**src/rtl/oshl_pkg.sv**
```systemverilog
package oshl_pkg;

   typedef enum logic [1:0] {
      DS_NONE   = 2'b00,
      DS_RIGHT1 = 2'b01,
      DS_LEFT1  = 2'b10,
      DS_LEFT2  = 2'b11
   } ds_e;

   // Left-shift count applied to a frame that is later read one bit
   // lower, so a right shift by one becomes a left shift by zero.
   function automatic logic [1:0] lsh_of(input ds_e mode);
      case (mode)
         DS_RIGHT1: lsh_of = 2'd0;
         DS_NONE:   lsh_of = 2'd1;
         DS_LEFT1:  lsh_of = 2'd2;
         default:   lsh_of = 2'd3;
      endcase
   endfunction

endpackage

```
**src/rtl/oshl_align.sv**
```systemverilog
// Places the selected source into the common accumulator frame.
module oshl_align #(
   parameter int ACC_W     = 48,
   parameter int FIELD_LSB = 20,
   parameter int BUS_W     = 20
) (
   input  logic             src_acc,
   input  logic [ACC_W-1:0] acc_in,
   input  logic [BUS_W-1:0] reg_in,
   output logic [ACC_W-1:0] frame
);
   localparam int GUARD_W = ACC_W - FIELD_LSB - BUS_W;

   logic [ACC_W-1:0] reg_frame;

   generate
      if (GUARD_W > 0) begin : g_guard
         assign reg_frame = {{GUARD_W{reg_in[BUS_W-1]}}, reg_in, {FIELD_LSB{1'b0}}};
      end else begin : g_noguard
         assign reg_frame = {reg_in, {FIELD_LSB{1'b0}}};
      end
   endgenerate

   assign frame = src_acc ? acc_in : reg_frame;
endmodule

```
**src/rtl/oshl_scale.sv**
```systemverilog
// Arithmetic scale followed by round-half-up to the bus field.
module oshl_scale #(
   parameter int ACC_W     = 48,
   parameter int FIELD_LSB = 20,
   parameter int MAX_LSH   = 2,
   localparam int EXT_W    = ACC_W + MAX_LSH + 1,
   localparam int Q_W      = EXT_W - FIELD_LSB,
   localparam int N_SH     = MAX_LSH + 2
) (
   input  logic [ACC_W-1:0]     frame,
   input  logic [1:0]           lsh,
   output logic signed [Q_W-1:0] quo
);
   logic [EXT_W-1:0] ext;
   logic [EXT_W-1:0] cand [N_SH];
   logic [EXT_W-1:0] v;
   logic signed [Q_W-1:0] trunc_q;

   assign ext = {{(MAX_LSH+1){frame[ACC_W-1]}}, frame};

   generate
      for (genvar g = 0; g < N_SH; g++) begin : g_sh
         assign cand[g] = ext << g;
      end
   endgenerate

   always_comb begin
      v = cand[0];
      for (int i = 1; i < N_SH; i++)
         if (32'(lsh) == i) v = cand[i];
   end

   assign trunc_q = {v[EXT_W-1], v[EXT_W-1:FIELD_LSB+1]};
   assign quo     = trunc_q + Q_W'(v[FIELD_LSB]);
endmodule

```
**src/rtl/oshl_sat.sv**
```systemverilog
// Clamps a wide signed value to the bus width.
module oshl_sat #(
   parameter int IN_W  = 31,
   parameter int BUS_W = 20
) (
   input  logic signed [IN_W-1:0] q,
   output logic [BUS_W-1:0]       word,
   output logic                   lim
);
   localparam logic [BUS_W-1:0] POS_RAIL = {1'b0, {(BUS_W-1){1'b1}}};
   localparam logic [BUS_W-1:0] NEG_RAIL = {1'b1, {(BUS_W-1){1'b0}}};

   logic [IN_W-BUS_W:0] top;
   logic                fits;

   assign top  = q[IN_W-1:BUS_W-1];
   assign fits = (&top) | ~(|top);
   assign lim  = ~fits;
   assign word = fits ? q[BUS_W-1:0] : (q[IN_W-1] ? NEG_RAIL : POS_RAIL);
endmodule

```
**src/rtl/oshl_bus_shifter.sv**
```systemverilog
module oshl_bus_shifter #(
   parameter int ACC_W     = 48,
   parameter int FIELD_LSB = 20,
   parameter int BUS_W     = 20,
   parameter int MAX_LSH   = 2,
   localparam int EXT_W    = ACC_W + MAX_LSH + 1,
   localparam int Q_W      = EXT_W - FIELD_LSB
) (
   input  logic             clk,
   input  logic             rst_n,
   input  logic [1:0]       ds_sel,
   input  logic             src_acc,
   input  logic [ACC_W-1:0] acc_in,
   input  logic [BUS_W-1:0] reg_in,
   output logic [BUS_W-1:0] bus_out,
   output logic             limit_out
);
   import oshl_pkg::*;

   generate
      if (FIELD_LSB < 1) begin : g_bad_lsb
         $error("FIELD_LSB must leave a round bit below the bus field");
      end
      if (FIELD_LSB + BUS_W > ACC_W) begin : g_bad_acc
         $error("bus field does not fit in the accumulator");
      end
      if (MAX_LSH != 2) begin : g_bad_lsh
         $error("mode encoding covers a left shift of exactly two");
      end
   endgenerate

   logic [ACC_W-1:0]      frame;
   logic signed [Q_W-1:0] quo;
   logic [BUS_W-1:0]      word;
   logic                  lim;

   oshl_align #(.ACC_W(ACC_W), .FIELD_LSB(FIELD_LSB), .BUS_W(BUS_W)) u_align (
      .src_acc (src_acc),
      .acc_in  (acc_in),
      .reg_in  (reg_in),
      .frame   (frame)
   );

   oshl_scale #(.ACC_W(ACC_W), .FIELD_LSB(FIELD_LSB), .MAX_LSH(MAX_LSH)) u_scale (
      .frame (frame),
      .lsh   (lsh_of(ds_e'(ds_sel))),
      .quo   (quo)
   );

   oshl_sat #(.IN_W(Q_W), .BUS_W(BUS_W)) u_sat (
      .q    (quo),
      .word (word),
      .lim  (lim)
   );

   always_ff @(posedge clk or negedge rst_n) begin
      if (!rst_n) begin
         bus_out   <= '0;
         limit_out <= 1'b0;
      end else begin
         bus_out   <= word;
         limit_out <= lim;
      end
   end
endmodule

```
**config.mk**
```make
export PLATFORM = sky130hd
export DESIGN_NAME = oshl_bus_shifter
export DESIGN_NICKNAME = d
export VERILOG_FILES = /design/src/rtl/oshl_pkg.sv /design/src/rtl/oshl_align.sv /design/src/rtl/oshl_scale.sv /design/src/rtl/oshl_sat.sv /design/src/rtl/oshl_bus_shifter.sv
export SDC_FILE = /design/constraint.sdc
export NUM_CORES = 1
export LEC_CHECK = 0
export ABC_AREA = 1
export BUFFER_PORTS_ARGS = -buffer_cell sky130_fd_sc_hd__buf_2
export CAP_MARGIN = 20
export CELL_PAD_IN_SITES_DETAIL_PLACEMENT = 0
export CELL_PAD_IN_SITES_GLOBAL_PLACEMENT = 1
export CORE_ASPECT_RATIO = 0.8
export CORE_MARGIN = 3
export CORE_UTILIZATION = 36
export CTS_BUF_LIST = sky130_fd_sc_hd__clkbuf_2
export CTS_CLUSTER_DIAMETER = 60
export DETAILED_ROUTE_END_ITERATION = 10
export GPL_TIMING_DRIVEN = 0
export PLACE_DENSITY_LB_ADDON = 0.12
export SYNTH_ARGS = -nofsm -noshare
export SYNTH_HDL_FRONTEND = slang
export SYNTH_SLANG_ARGS = --single-unit
```
**constraint.sdc**
```tcl
create_clock -name clk -period 0.8 [get_ports clk]
set_input_delay 0 -clock clk [delete_from_list [all_inputs] [get_ports clk]]
set_output_delay 0 -clock clk [all_outputs]
set_load 0.005 [all_outputs]
```
Word-level counts from Yosys, hierarchy flattened
Cells that the tools add are included.
- add/subtract/negate cells: 1
- equality and inequality tests: 5
- mux-type cells: 7
- bitwise operators: 3
- reduce and logical (&&, ||, !) cells: 3
- operators with widths (kind ; number):
    $mux W48 ; 2
    $mux W50 ; 1
    $mux W49 ; 1
    $mux W20 ; 2
    $add A30 B2 Y31 ; 1
    $reduce_and A12 Y1 ; 1
    $reduce_or A12 Y1 ; 1
    $eq A2 B2 Y1 const B ; 3
    $pmux W2 S3 ; 1
    $eq A2 B1 Y1 const B ; 2
    $logic_not A2 Y1 ; 1
    $not A1 Y1 ; 2
    $or A1 B1 Y1 ; 1
- register bits after elaboration: 21
- input bits: 73
- output and inout bits: 21
- logic and storage cells: 21

Longest topological paths before layout
- depth in word-level cells: 11
- mapped depth: 25
- gate-level depth less buffers: 22

Hierarchy
Synthesis repeated with hierarchy kept, for this count alone.
- cells, all modules: 716
- area, all modules: 3618.5 µm²
- modules (own cells, without submodules) (module ; instances ; cells an instance ; area each (µm²)):
    oshl_scale ; 1 ; 498 ; 2234.6
    oshl_bus_shifter ; 1 ; 27 ; 565.5
    oshl_align ; 1 ; 124 ; 496.7
    oshl_sat ; 1 ; 67 ; 321.6

Worst setup path before layout
Ideal clock, no wire load.
- path kind: input to register
- from: input port ds_sel[1]
- to: register bus_out[10]
- library setup time: 117 ps
- arrival: 2475 ps
- required time: 683 ps
- path slack: -1791 ps
- cell stages on the path: 21
- buffers on the path: 4
- path through: buf_6 > nor2_2 > buf_4 > buf_6 > a21oi_1 > a32o_1 > inv_1 > ha_1 > ha_1 > nand3_2 > nor2_4 > inv_2 > nor2_4 > nand4_2 > nand2_2 > nand2_1 > nor2_4 > nand3_4 > nand3_4 > buf_6 > nand2_1
- longest elaborated chain between the ends: 11
- elaborated cells on any way between the ends: 17
- ends and longest elaborated chain (what ; RTL line ; text):
    start: declaration ; oshl_bus_shifter.sv:11 ; input logic [1:0] ds_sel,
    $eq A2 B2 Y1 (tied with other cells) ; oshl_pkg.sv:13 ; case (mode)
    $pmux W2 S3 (*) ; oshl_pkg.sv:13 ;
    $eq A2 B1 Y1 ; oshl_scale.sv:30 ; if (32'(lsh) == i) v = cand[i];
    $mux W48 ; oshl_scale.sv:30 ;
    $mux W49 ; oshl_scale.sv:30 ;
    $mux W50 (*) ; oshl_scale.sv:30 ;
    $add A30 B2 Y31 (*) ; oshl_scale.sv:34 ; assign quo = trunc_q + Q_W'(v[FIELD_LSB]);
    $reduce_or A12 Y1 ; oshl_sat.sv:17 ; assign fits = (&top) | ~(|top);
    $not A1 Y1 ; oshl_sat.sv:17 ;
    $or A1 B1 Y1 ; oshl_sat.sv:17 ;
    $mux W20 (*) ; oshl_sat.sv:19 ; assign word = fits ? q[BUS_W-1:0] : (q[IN_W-1] ? NEG_RAIL : POS_RAIL);
    named net u_sat.word[10] ; oshl_sat.sv:7 ; output logic [BUS_W-1:0] word,
    end signal: assignment ; oshl_bus_shifter.sv:61 ; bus_out <= word;
    end: declaration ; oshl_bus_shifter.sv:15 ; output logic [BUS_W-1:0] bus_out,
The timed path passes the listed nets; every way through them passes the cells marked *.

Final worst setup path
- from: input port src_acc
- to: register bus_out[12]
- longest elaborated chain between the ends: 9
- elaborated cells on any way between the ends: 11
- ends and longest elaborated chain (what ; RTL line ; text):
    start: declaration ; oshl_bus_shifter.sv:12 ; input logic src_acc,
    $mux W48 (*) ; oshl_align.sv:24 ; assign frame = src_acc ? acc_in : reg_frame;
    $mux W48 ; oshl_scale.sv:30 ;
    $mux W49 ; oshl_scale.sv:30 ;
    $mux W50 ; oshl_scale.sv:30 ;
    $add A30 B2 Y31 (*) ; oshl_scale.sv:34 ;
    $reduce_or A12 Y1 ; oshl_sat.sv:17 ;
    $not A1 Y1 ; oshl_sat.sv:17 ;
    $or A1 B1 Y1 ; oshl_sat.sv:17 ;
    $mux W20 (*) ; oshl_sat.sv:19 ;
    named net u_sat.word[12] ; oshl_sat.sv:7 ;
Marks and branches as above.

==> results_dict.tcl <==
set metrics [dict create \
    status "finished with violations" \
    violations "setup timing" \
    initial_utilization 0.378 \
    syn_inst 642 \
    synth_edf_count 0 \
    slew_headroom 0.695 \
    ys_warn_count 0 \
    min-delay-path-class "input pin to async pin" \
    netlist_top_cells_count "nand2_1, nand3_1, nor2_1" \
    syn_area_per_cell_um2 5.46 \
    ios 94 \
    synth.distinct_cells 33 \
    netlist.area_leader.share 0.349 \
    hold_viol_final 0 \
    nets 831 \
    viasPerCell 4.92 \
    drive_gt1_frac 0.332 \
    cap_violations 0 \
    yosysTopAreaCell "nand2_1" \
    grt_pass1_wl_um 19100 \
    tritoncts "built" \
    required_ns 1.04 \
    fp.dieW_um 116 \
    gp_congestion 0.917 \
    synth_nets 717 \
    cp-start-kind "input pin" \
    maxSlewViolCount 0 \
    dp_cells 831 \
    via_count 4280 \
    async_reset_ff_frac 1.00 \
    ir_worst_vdd_v 0.000465 \
    area.growth.synth_to_final_pct 32.3 \
    synthFlopType "dfrtp_1" \
    grt_start_max_net_pins 22 \
    clkTransAtPathRegs_ns 0.20 \
    die_h_um 94.3 \
    num_antenna_cells 0 \
    grt_pass1_vias 3883 \
    fmax_mhz 430 \
    fin_crit_sh 2.90 \
    endpoint_kind "register" \
    syn_area_mm2 0.00351 \
    rsz0062_at_grt "yes" \
    drt_iter0_markers 279 \
    final.setup.worst_slack_ns -1.52 \
    crit_fanout 10 \
    numCtsBuffers 3 \
    core_mm2 0.00927 \
    leakagePower_nw 2.41 \
    setup_viol 42 \
    period_minus_slack_ns 2.32 \
    antenna_left 0 \
    crit_type "input pin to register" \
    ys_ff_latch 21 \
    n_fill_cell 1004 \
    cts_buffer_depth 2 \
    dr.pass1.iters 4 \
    drc 0 \
    arrival_ns 2.57 \
    grt_usage 0.218 \
    synth_most_common_cell "nand2_1" \
    dpl.hpwl_um 9500 \
    cts_root_buffer "clkbuf_2" \
    antenna_found_initial 0 \
    routedWlPerCell_um 13.7 \
    powerDensity_mw_per_mm2 855 \
    cts_sinks 21 \
    stdcell_count 870 \
    seq_area_frac_synth 0.150 \
    worstMarginPinSlew_ns 0.457 \
    dieArea_mm2 0.0110 \
    num_rows 31 \
    synth.area.top_cells "nand2_1, dfrtp_1, nand3_1, nand2_2, nor2_1" \
    routed_wl_um 11900 \
    fin_util 0.500 \
    htree_levels 1 \
    port_buffers 74 \
    grt-ovfl-total 0 \
]
[metal layers]
metal  vias to the layer above  wire, um  share of wire  track usage
li1                       2200         -              -            -
met3                         6       670          0.056       0.0174
met2                       122      5170           0.43        0.342
met1                      1952      6000           0.50        0.333
met4                         0        54         0.0045       0.0222
met5                         -         0              0            0
[logic make-up (layout without fill, tap and decap cells)]
| family | after synthesis | in the layout | share of synthesized area |
|---|---|---|---|
| adder cells (fa/ha/maj) | 2 | 2 | 0.00714 |
| AO/OA/AOI/OAI | 16 | 16 | 0.0261 |
| flip-flops | 21 | 21 | 0.150 |
| AND/OR/NAND/NOR | 510 | 510 | 0.662 |
| XOR/XNOR | 17 | 17 | 0.0425 |
| buffers and inverters | 76 | 189 | 0.113 |
[where the power goes]
group / total, mW / internal (mW) / switching (mW)
registers: 1.15 / 1.14 / 0.0158
logic: 2.37 / 0.894 / 1.47
clock network: 0.445 / 0.113 / 0.331
[through the flow]
step | area, um^2 | setup TNS (ns) | total power [mW] | worst slack, ns | hold WS (ns)
after global placement | 4100 | -43.12 | 3.27 | -2.12 | -0.0377
after floorplan | 3580 | -33.57 | 2.66 | -1.64 | -0.296
final | 4640 | -32.13 | 3.97 | -1.52 | 0.104
after detailed placement | 4100 | -43.38 | 3.28 | -2.13 | -0.0236
after global routing | 4640 | -35.84 | 4.29 | -1.66 | 0.145
after CTS | 4470 | -30.90 | 3.88 | -1.45 | 0.121
[how the worst max path moves through the flow]
stage	startpoint	end	slack, ns	cells past startpoint
2_1_floorplan	ds_sel[1]	bus_out[10]	-1.64	21
3_3_place_gp	ds_sel[0]	bus_out[12]	-2.12	21
3_5_place_dp	ds_sel[0]	bus_out[14]	-2.13	21
4_1_cts	ds_sel[0]	bus_out[14]	-1.45	23
5_1_grt	ds_sel[1]	bus_out[10]	-1.66	22
6_report	src_acc	bus_out[12]	-1.52	23
[registers in the layout, summed over array words and instances, names as in the netlist]
name       cells
bus_out       20
limit_out      1
[critical path, stage by stage]
cell and delay, ns:
buf_8 0.12, inv_6 0.06, buf_8 0.10, nand2_2 0.04, nand2_2 0.09, a21oi_2 0.06, a32o_2 0.24, inv_2 0.06
ha_4 0.15, ha_4 0.15, nand3_4 0.09, nor2_4 0.27, buf_6 0.14, nand3_2 0.06, nor2_1 0.10, nand2_1 0.06
nand2_1 0.09, nand2_2 0.09, nor2_4 0.13, nand3_4 0.12, nand3_4 0.15, buf_6 0.14, nand2_1 0.05
[layout by cell type (no fill, tap or decap), types with 5 or more instances in the layout]
master	Yosys	layout
buf_6	8	8
buf_2	8	79
nand2_2	32	53
nor2_1	49	42
nand4_1	5	5
buf_8	1	8
nand2_1	326	303
nor2_2	15	15
nor2_4	13	20
xnor2_1	7	7
buf_4	7	33
inv_1	46	43
o21ai_1	4	7
nand3_1	55	54
xor2_1	10	10
dfrtp_1	21	21
nand3_4	2	5
[what timing repair did]
item | CTS | global route
endpoints found under the setup margin | 42 | 42
gates cloned | 3 | 0
setup buffers | 21 | 10
pin swaps | 14 | 8
endpoints found under the hold margin | 21 | 0
gates resized for setup | 42 | 30
hold buffers | 1 | 0
[cell type report]
type	count	area [um^2]	area share
Multi-Input combinational cell	545	2790	0.601
Timing Repair Buffer	109	694	0.150
Sequential cell	21	526	0.113
Buffer	24	256	0.0553
Inverter	52	210	0.0453
Tap cell	115	144	0.0310
Clock buffer	3	15.0	0.00324
Clock inverter	1	5.00	0.00108
Note: power is estimated with default switching activity, not from simulation.
